`config.mk`:
```
export PLATFORM = sky130hd
export DESIGN_NAME = rxq_buffer
export DESIGN_NICKNAME = d
export VERILOG_FILES = /design/src/rtl/rxq_pkg.sv /design/src/rtl/rxq_store.sv /design/src/rtl/rxq_level.sv /design/src/rtl/rxq_timer.sv /design/src/rtl/rxq_buffer.sv
export SDC_FILE = /design/constraint.sdc
export NUM_CORES = 1
export LEC_CHECK = 0
export BUFFER_PORTS_ARGS = -buffer_cell sky130_fd_sc_hd__buf_4
export CORE_AREA = 2 2 182 166
export CTS_BUF_LIST = sky130_fd_sc_hd__clkbuf_4 sky130_fd_sc_hd__clkbuf_8
export DETAILED_ROUTE_END_ITERATION = 10
export DIE_AREA = 0 0 184 168
export PLACE_DENSITY = 0.39
export SLEW_MARGIN = 20
export SYNTH_ARGS = -nofsm -noshare
export SYNTH_HDL_FRONTEND = slang
export SYNTH_SLANG_ARGS = --single-unit
export TNS_END_PERCENT = 50
```
`constraint.sdc`:
```
create_clock -name clk -period 6.2 [get_ports clk]
set_input_delay 0.62 -clock clk [delete_from_list [all_inputs] [get_ports clk]]
set_output_delay 0.62 -clock clk [all_outputs]
set_load 0.01 [all_outputs]
```
`src/rtl/rxq_pkg.sv`:
```
package rxq_pkg;

   typedef enum logic [1:0] {
      STOP_ONE      = 2'b00,
      STOP_ONE_HALF = 2'b01,
      STOP_TWO      = 2'b10,
      STOP_TWO_ALT  = 2'b11
   } stop_code_e;

   // threshold in characters for a select code
   function automatic int unsigned thr_of(input logic [1:0] sel);
      case (sel)
         2'b00:   thr_of = 1;
         2'b01:   thr_of = 4;
         2'b10:   thr_of = 8;
         default: thr_of = 14;
      endcase
   endfunction

   // one character time in half-bit units
   function automatic int unsigned half_units(input logic [1:0] len_sel,
                                              input logic       par_en,
                                              input logic [1:0] stop_sel);
      int unsigned bits;
      int unsigned stop_h;
      bits = 1 + 5 + int'(len_sel) + (par_en ? 1 : 0);
      case (stop_code_e'(stop_sel))
         STOP_ONE:      stop_h = 2;
         STOP_ONE_HALF: stop_h = 3;
         default:       stop_h = 4;
      endcase
      half_units = 2 * bits + stop_h;
   endfunction

endpackage

```
`src/rtl/rxq_store.sv`:
```
module rxq_store #(
   parameter int DEPTH = 16,
   parameter int DW    = 8,
   localparam int AW   = $clog2(DEPTH),
   localparam int CW   = $clog2(DEPTH + 1)
) (
   input  logic          clk,
   input  logic          rst_n,
   input  logic          flush,
   input  logic          cap_one,
   input  logic          wr,
   input  logic [DW-1:0] wdata,
   input  logic          rd,
   output logic          rd_ok,
   output logic [DW-1:0] rdata,
   output logic [CW-1:0] count,
   output logic          empty,
   output logic          full,
   output logic          ovr
);
   logic [DW-1:0] mem [DEPTH];
   logic [AW-1:0] wptr, rptr;
   logic [CW-1:0] cap;
   logic          wr_ok;

   assign cap   = cap_one ? CW'(1) : CW'(DEPTH);
   assign empty = (count == '0);
   assign full  = (count == cap);
   assign rd_ok = rd && !empty;
   assign wr_ok = wr && (!full || rd_ok);

   always_ff @(posedge clk) begin
      if (wr_ok && !flush) mem[wptr] <= wdata;
   end

   always_ff @(posedge clk or negedge rst_n) begin
      if (!rst_n) begin
         wptr  <= '0;
         rptr  <= '0;
         count <= '0;
         rdata <= '0;
         ovr   <= 1'b0;
      end else begin
         if (wr && !wr_ok) ovr <= 1'b1;
         if (flush) begin
            wptr  <= '0;
            rptr  <= '0;
            count <= '0;
         end else begin
            if (wr_ok) wptr <= wptr + 1'b1;
            if (rd_ok) begin
               rdata <= mem[rptr];
               rptr  <= rptr + 1'b1;
            end
            case ({wr_ok, rd_ok})
               2'b10:   count <= count + 1'b1;
               2'b01:   count <= count - 1'b1;
               default: count <= count;
            endcase
         end
      end
   end
endmodule

```
`src/rtl/rxq_level.sv`:
```
module rxq_level #(
   parameter int DEPTH = 16,
   localparam int CW   = $clog2(DEPTH + 1)
) (
   input  logic [CW-1:0] count,
   input  logic [1:0]    sel,
   input  logic          fifo_en,
   output logic          hit
);
   import rxq_pkg::*;
   int unsigned thr;

   always_comb begin
      thr = fifo_en ? thr_of(sel) : 1;
      hit = (int'(count) >= int'(thr));
   end
endmodule

```
`src/rtl/rxq_timer.sv`:
```
module rxq_timer #(
   parameter int MAX_DATA = 8,
   localparam int MAX_LIM = 4 * (2 * (2 + MAX_DATA) + 4),
   localparam int TW      = $clog2(MAX_LIM + 1)
) (
   input  logic       clk,
   input  logic       rst_n,
   input  logic       tick,
   input  logic       stop_mid,
   input  logic       rd_ok,
   input  logic       flush,
   input  logic       empty,
   input  logic [1:0] len_sel,
   input  logic       par_en,
   input  logic [1:0] stop_sel,
   output logic       tmo
);
   import rxq_pkg::*;
   logic [TW-1:0] cnt;
   logic [TW-1:0] limit;

   always_comb limit = TW'(4 * half_units(len_sel, par_en, stop_sel));

   always_ff @(posedge clk or negedge rst_n) begin
      if (!rst_n) begin
         cnt <= '0;
         tmo <= 1'b0;
      end else if (flush || rd_ok) begin
         cnt <= '0;
         tmo <= 1'b0;
      end else if (stop_mid || empty) begin
         cnt <= '0;
      end else if (tick && !tmo) begin
         if (cnt == (limit - TW'(1))) begin
            cnt <= '0;
            tmo <= 1'b1;
         end else begin
            cnt <= cnt + 1'b1;
         end
      end
   end
endmodule

```
`src/rtl/rxq_buffer.sv`:
```
module rxq_buffer #(
   parameter int DEPTH    = 16,
   parameter int DW       = 8,
   parameter int MAX_DATA = 8,
   localparam int CW      = $clog2(DEPTH + 1)
) (
   input  logic          clk,
   input  logic          rst_n,
   input  logic          wr_en,
   input  logic [DW-1:0] wr_data,
   input  logic          stop_mid,
   input  logic          rd_en,
   input  logic          tick,
   input  logic [1:0]    len_sel,
   input  logic          par_en,
   input  logic [1:0]    stop_sel,
   input  logic          fifo_en,
   input  logic [1:0]    trig_sel,
   output logic [DW-1:0] rd_data,
   output logic          data_rdy,
   output logic          trig,
   output logic          tmo,
   output logic [CW-1:0] level,
   output logic          empty,
   output logic          full,
   output logic          overrun
);
   generate
      if ((DEPTH & (DEPTH - 1)) != 0) begin : g_bad_pow2
         $error("rxq_buffer: DEPTH must be a power of two");
      end
      if (DEPTH < 14) begin : g_bad_depth
         $error("rxq_buffer: DEPTH must cover the largest threshold");
      end
      if (DW < MAX_DATA) begin : g_bad_width
         $error("rxq_buffer: DW narrower than MAX_DATA");
      end
   endgenerate

   logic en_q;
   logic flush;
   logic rd_ok;

   always_ff @(posedge clk or negedge rst_n) begin
      if (!rst_n) en_q <= 1'b0;
      else        en_q <= fifo_en;
   end
   assign flush = (fifo_en != en_q);

   rxq_store #(.DEPTH(DEPTH), .DW(DW)) u_store (
      .clk(clk), .rst_n(rst_n), .flush(flush), .cap_one(!fifo_en),
      .wr(wr_en), .wdata(wr_data), .rd(rd_en), .rd_ok(rd_ok),
      .rdata(rd_data), .count(level), .empty(empty), .full(full),
      .ovr(overrun)
   );

   rxq_level #(.DEPTH(DEPTH)) u_level (
      .count(level), .sel(trig_sel), .fifo_en(fifo_en), .hit(trig)
   );

   rxq_timer #(.MAX_DATA(MAX_DATA)) u_timer (
      .clk(clk), .rst_n(rst_n), .tick(tick), .stop_mid(stop_mid),
      .rd_ok(rd_ok), .flush(flush), .empty(empty), .len_sel(len_sel),
      .par_en(par_en), .stop_sel(stop_sel), .tmo(tmo)
   );

   assign data_rdy = !empty;
endmodule

```
* Word-level counts from Yosys, hierarchy flattened *
Memories as Yosys holds them, arrays and structs flattened. A register that Yosys moved wholly into a read port is not among the register bits.
Cells that the tools add are included.

word-level totals
  bits in registers = 23
  bits in latches = 0
  RAM bits = 128
  memory bits (read-only) = 0
  input port bits = 22
  logic and storage cells = 74
  memories kept = 1

operators by class
  $add $sub $neg = 9
  $mul = 0
  div/mod/pow operators = 0
  order comparisons = 1
  eq/ne operators = 9
  shift-type cells = 0
  muxes and demuxes = 21
  bitwise logic cells = 1
  reduce and logical (&&, ||, !) cells = 25

memories
  name         depth  bits a word  rd ports  clocked after Yosys merged registers in  write ports  RTL line         source
  u_store.mem  16     8            1         1                                        1            rxq_store.sv:21  logic [DW-1:0] mem [DEPTH];

operators by type and width
  operator                                                               number
  6-bit by 32-bit >= comparator with 1-bit output                        1
  7-bit 2-to-1 mux                                                       4
  4-bit 2-to-1 mux                                                       5
  4-bit case mux with 3 select lines                                     1
  5-bit 2-to-1 mux                                                       2
  5-bit case mux with 2 select lines                                     1
  4-bit by 1-bit adder with 4-bit output, second input constant          2
  2-bit nonzero test                                                     4
  7-bit by 1-bit adder with 7-bit output, second input constant          1
  7-bit equality test                                                    1
  1-bit 2-to-1 mux                                                       7
  7-bit by 1-bit subtractor with 7-bit output, second input constant     1
  2-bit by 1-bit equality test with 1-bit output, second input constant  3
  1-bit logical NOT                                                      6
  3-bit case mux with 2 select lines                                     1
  3-bit nonzero test                                                     2
  5-bit by 1-bit adder with 5-bit output, second input constant          1
  5-bit by 3-bit adder with 5-bit output                                 1
  5-bit equality test                                                    1
  1-bit logical AND                                                      5
  5-bit logical NOT                                                      1
  5-bit by 1-bit subtractor with 5-bit output, second input constant     1
  3-bit by 2-bit adder with 4-bit output, first input constant           1
  4-bit adder                                                            1
  other kinds (8)                                                        12

* Logic depth before layout (Yosys ltp) *
  word-level depth = 9
  mapped depth = 12
  gate-level depth less buffers = 11

* By module *
From an unflattened synthesis, not the netlist that was laid out.

second synthesis, totals
  cells, all modules = 435
  area total of the unflattened synthesis = 7001.7 um^2

by module, submodules not included
  module      instances  cells an instance  area each (um^2)  sequential area each (um^2)
  rxq_store   1          332                6140.9            4394.2
  rxq_timer   1          84                 714.4             200.2
  rxq_level   1          15                 105.1             0.0
  rxq_buffer  1          4                  41.3              25.0

* Least setup slack after synthesis *
No wires, ideal clock.

  path type = input -> register
  from = input len_sel[0]
  to = register u_timer.cnt[2]
  setup time = 110 ps
  arrival time = 2693 ps
  slack = 3397 ps
  stages on the path = 10
  path buffers = 0
  path through = ha_1 > inv_1 > ha_1 > fa_1 > nand2b_1 > o21a_1 > o21a_1 > mux2i_1 > o21ai_1 > o41ai_1

between the ends
  cells in the longest elaborated chain, start to end = 9

RTL lines
  element                                      RTL line          source
  from (decl)                                  rxq_buffer.sv:14  input logic [1:0] len_sel,
  3-bit by 2-bit adder with 4-bit output       rxq_pkg.sv:26     bits = 1 + 5 + int'(len_sel) + (par_en ? 1 : 0);
  4-bit adder                                  rxq_pkg.sv:26
  5-bit by 3-bit adder with 5-bit output       rxq_pkg.sv:32     half_units = 2 * bits + stop_h;
  7-bit by 1-bit subtractor with 7-bit output  rxq_timer.sv:34   if (cnt == (limit - TW'(1))) begin
  7-bit equality test                          rxq_timer.sv:34
  7-bit 2-to-1 mux                             rxq_timer.sv:34
  7-bit 2-to-1 mux                             rxq_timer.sv:33   end else if (tick && !tmo) begin
  7-bit 2-to-1 mux                             rxq_timer.sv:31   end else if (stop_mid || empty) begin
  7-bit 2-to-1 mux                             rxq_timer.sv:28   end else if (flush || rd_ok) begin
  to (signal assigned)                         rxq_timer.sv:38   cnt <= cnt + 1'b1;
  to (decl)                                    rxq_timer.sv:19   logic [TW-1:0] cnt;

Every way passes these cells. The select of a mux whose other input is x is not followed.
A chain may end at the register's enable or synchronous reset.

* Worst setup path in the final report *
  from = register u_store.count[1]
  to = register u_store.count[4]

between the ends
  cells in the longest elaborated chain, start to end = 8
  elaborated cells between the ends (all ways) = 14
  those cells by class = 2 x add/sub; 3 x eq/ne; 2 x mux; 7 x reduce/logical

RTL lines
  element                                                                                RTL line         source
  from (decl)                                                                            rxq_store.sv:16  output logic [CW-1:0] count,
  from (signal assigned)                                                                 rxq_store.sv:56  2'b10: count <= count + 1'b1;
  from (signal assigned)                                                                 rxq_store.sv:57  2'b01: count <= count - 1'b1;
  from (signal assigned)                                                                 rxq_store.sv:58  default: count <= count;
  5-bit logical NOT                                                                      rxq_store.sv:27  assign empty = (count == '0);
  1-bit logical NOT                                                                      rxq_store.sv:29  assign rd_ok = rd && !empty;
  1-bit logical AND                                                                      rxq_store.sv:29
  1-bit logical OR                                                                       rxq_store.sv:30  assign wr_ok = wr && (!full || rd_ok);
  1-bit logical AND                                                                      rxq_store.sv:30
  2-bit by 1-bit equality test with 1-bit output or 2-bit equality test (tied branches)  rxq_store.sv:55  case ({wr_ok, rd_ok})
  5-bit case mux with 2 select lines                                                     rxq_store.sv:55
  5-bit 2-to-1 mux                                                                       rxq_store.sv:45  if (flush) begin

Several ways; a longest one is shown, not always the timed one.

==> metrics.cfg <==
[status]
status = complete, no violations

[critical_path]
path_max_fanout = 6
crit_chain = or3_1, o31ai_4, or2_2, inv_1, ha_1, nor2b_1, o21a_1, or4_1, a31oi_1, nor2_1
critical_path.top_delay_family = simple AND/OR/NAND/NOR gates
max_stage_delay_ns = 0.55
required_ns = 6.51
start_kind = flip-flop
r2r_start = u_store.count[1]
worstSetupPathType = flip-flop to flip-flop
setup.worst_path.start = u_store.count[1]
arrival_ns = 3.42
path_buf_inv = 1
end_kind = flip-flop
slowest_stage = or3_1

[global_routing]
grt_max_degree = 36
grt_overflow = 0
grt_pass1_vias = 3944
antenna_found_initial = 0
grt_pass1_wl_um = 25600
gr-usage-all-layers_pct = 11.5

[routing]
routed_wl_um = 17200
wl_per_cell_um = 19.8
drt-initial-drc-count = 337
vias_per_cell = 4.57
antenna_left = 0
drcViolationCount = 0
first_pass_iters = 5
vias = 3956

[final_layout]
fin_cells = 866
fin_util_pct = 28.4
nFillCells = 2917
drive_gt1_share_pct = 22.3
insertedDiodeCount = 0
synthToLayoutAreaGrowth_pct = 16.1
finalNetCount = 523

[yosys]
synth_area_per_cell_um2 = 16.7
synthAdderAreaFrac_pct = 3.70
synthMuxAreaShare_pct = 15.7
synthArstFlopShare_pct = 19.5
yosysWarnings = 0
synthesis.nets = 471
synth-edff-count = 128
synth_top_family_by_area = multiplexers
ys_types = 53
synth_compound_area_share_pct = 3.94
syn_area_mm2 = 0.00718
synthTopCellsByCount = edfxtp_1 (128), dfrtp_1 (31), nor2_1 (31)
yosysMostFrequentCell = edfxtp_1
synthFlopType = edfxtp_1
yosys.area.top_type = edfxtp_1
ys_ff_latch = 159
synthXorXnorAreaFrac_pct = 2.69
yosys.area_share.simple_pct = 7.20
synth.area.top_cells = edfxtp_1 (54%), mux4_1 (11%), dfrtp_1 (11%)
synth_top_area_share_pct = 53.6
synth_seq_area_share_pct = 64.4
syn-instance-count = 429

[sta]
slew_headroom_pct = 28.2
setup_viol = 0
tightest_slew_ns = 1.08
final.setup.tns_ns = 0
fin_skew_ns = 0.0144
fin_ws_ns = 3.09
timing.fmax_mhz = 322
rsz0062_at_grt = no
fin_crit_ns = 3.11
drv_slew = 0
fin_crit_sh_pct = 50.1
hold_viol = 0

[placed_design]
dp_hpwl_um = 11000
place_inst = 834
place_congestion = 0.796
port_buffers = 40
post-place-ws_ns = 2.94

[floorplanning]
row_count = 60
start_util_pct = 24.5
io_pins = 41
core_mm2 = 0.0293
dieArea_mm2 = 0.0309
die_y_um = 168
die_w_um = 184

[pwr]
p_int_mw = 1.94
cellPowerDensity_mw_per_mm2 = 337
pwr-share-clk_pct = 27.4
p_leak_nw = 2.90
p_sw_mw = 0.863
ir_worst_vdd_mv = 0.142
swShare_pct = 30.8
p_comb_share_pct = 24.9
share_seq_of_total_power_pct = 47.7

[cts]
cts_buffers = 17
clkLatencyLatePin_ns = 0.46
cts_tree = yes
cts_buffer_depth = 2
cts.sinks = 159
postCtsSetupRepairBufs = 0
postCtsHoldBufs = 0
ctsHtreeMaxLevel = 4
root_buffer = clkbuf_8
cts_resized = 0
clkTransAtPathRegs_ns = 0.10

[hold_path]
hp-class = input port to async pin

[flow_run]
cap_violations = 0

## sequential cells by signal, indices dropped and copies added, names as in the netlist
signal,flops
u_timer.cnt,7
u_store.ovr,1
u_store.rdata,8
u_store.rptr,4
u_timer.tmo,1
en_q,1
u_store.wptr,4
u_store.mem,128
u_store.count,5
## area by class of cell
class | count | area [um2] | area share [%]
Timing Repair Buffer | 53 | 398 | 4.78
Clock inverter | 14 | 149 | 1.79
Multi-Input combinational cell | 234 | 2390 | 28.7
Inverter | 16 | 60.1 | 0.721
Clock buffer | 18 | 248 | 2.97
Sequential cell | 159 | 4620 | 55.5
Tap cell | 372 | 465 | 5.59
## power groups by stage
stage / sequential (mW) / combinational [mW] / clock (mW)
final: 1.34 / 0.699 / 0.768
after floorplan: 1.30 / 0.531 / 0
after global routing: 1.35 / 0.775 / 0.838
after global placement: 1.37 / 0.705 / 0
after CTS: 1.34 / 0.714 / 0.798
after detailed placement: 1.36 / 0.709 / 0
## metrics by stage
step	hold WS (ns)	power, mW	area [um2]
floorplan	0.324	1.83	7180
global placement	0.482	2.07	7930
detailed placement	0.484	2.07	7930
CTS	0.123	2.85	8320
global route	0.141	2.96	8330
finish	0.135	2.80	8330
## final timing paths
| kind | to | cells after the start | slack (ns) |
|---|---|---|---|
| min reg2reg | u_store.ovr | 1 | 0.50 |
| min | u_store.rdata[1] | 1 | 0.13 |
| max reg2reg | u_store.count[4] | 10 | 3.09 |
| max | u_store.count[4] | 10 | 3.09 |
| max in group asynchronous | u_store.rptr[0] | 1 | 5.69 |
| min in group clk | en_q | 1 | 0.38 |
## layer usage
metal | vias up | global-route usage (%) | part of all wire [%]
li1 | 1796 | - | -
met1 | 2039 | 15.5 | 46
met2 | 109 | 18.5 | 48
met3 | 12 | 3.03 | 5.4
met4 | 0 | 2.99 | 1.0
met5 | - | 0 | 0
## cell usage in the layout (no fill, tap or decap), types with 8 or more instances in the layout
cell type | synthesis | layout
clkbuf_8 | 0 | 18
nor2_1 | 31 | 31
xnor2_1 | 9 | 9
buf_4 | 1 | 53
mux4_2 | 10 | 10
nand2_1 | 22 | 22
edfxtp_1 | 128 | 128
inv_1 | 16 | 16
nand3_1 | 8 | 8
mux2_2 | 8 | 8
mux4_1 | 30 | 30
xor2_1 | 13 | 12
dfrtp_1 | 31 | 30
ha_1 | 18 | 18
## kinds of logic after synthesis
kind of cell | Yosys count
AOI/OAI and AO/OA | 40
muxes | 50
xor gates and xnor gates | 22
DFF | 159
buffers and inverters | 36
adders and majority gates | 20
and+or+nand+nor | 102
No activity file was read; power rests on OpenSTA's default activity.
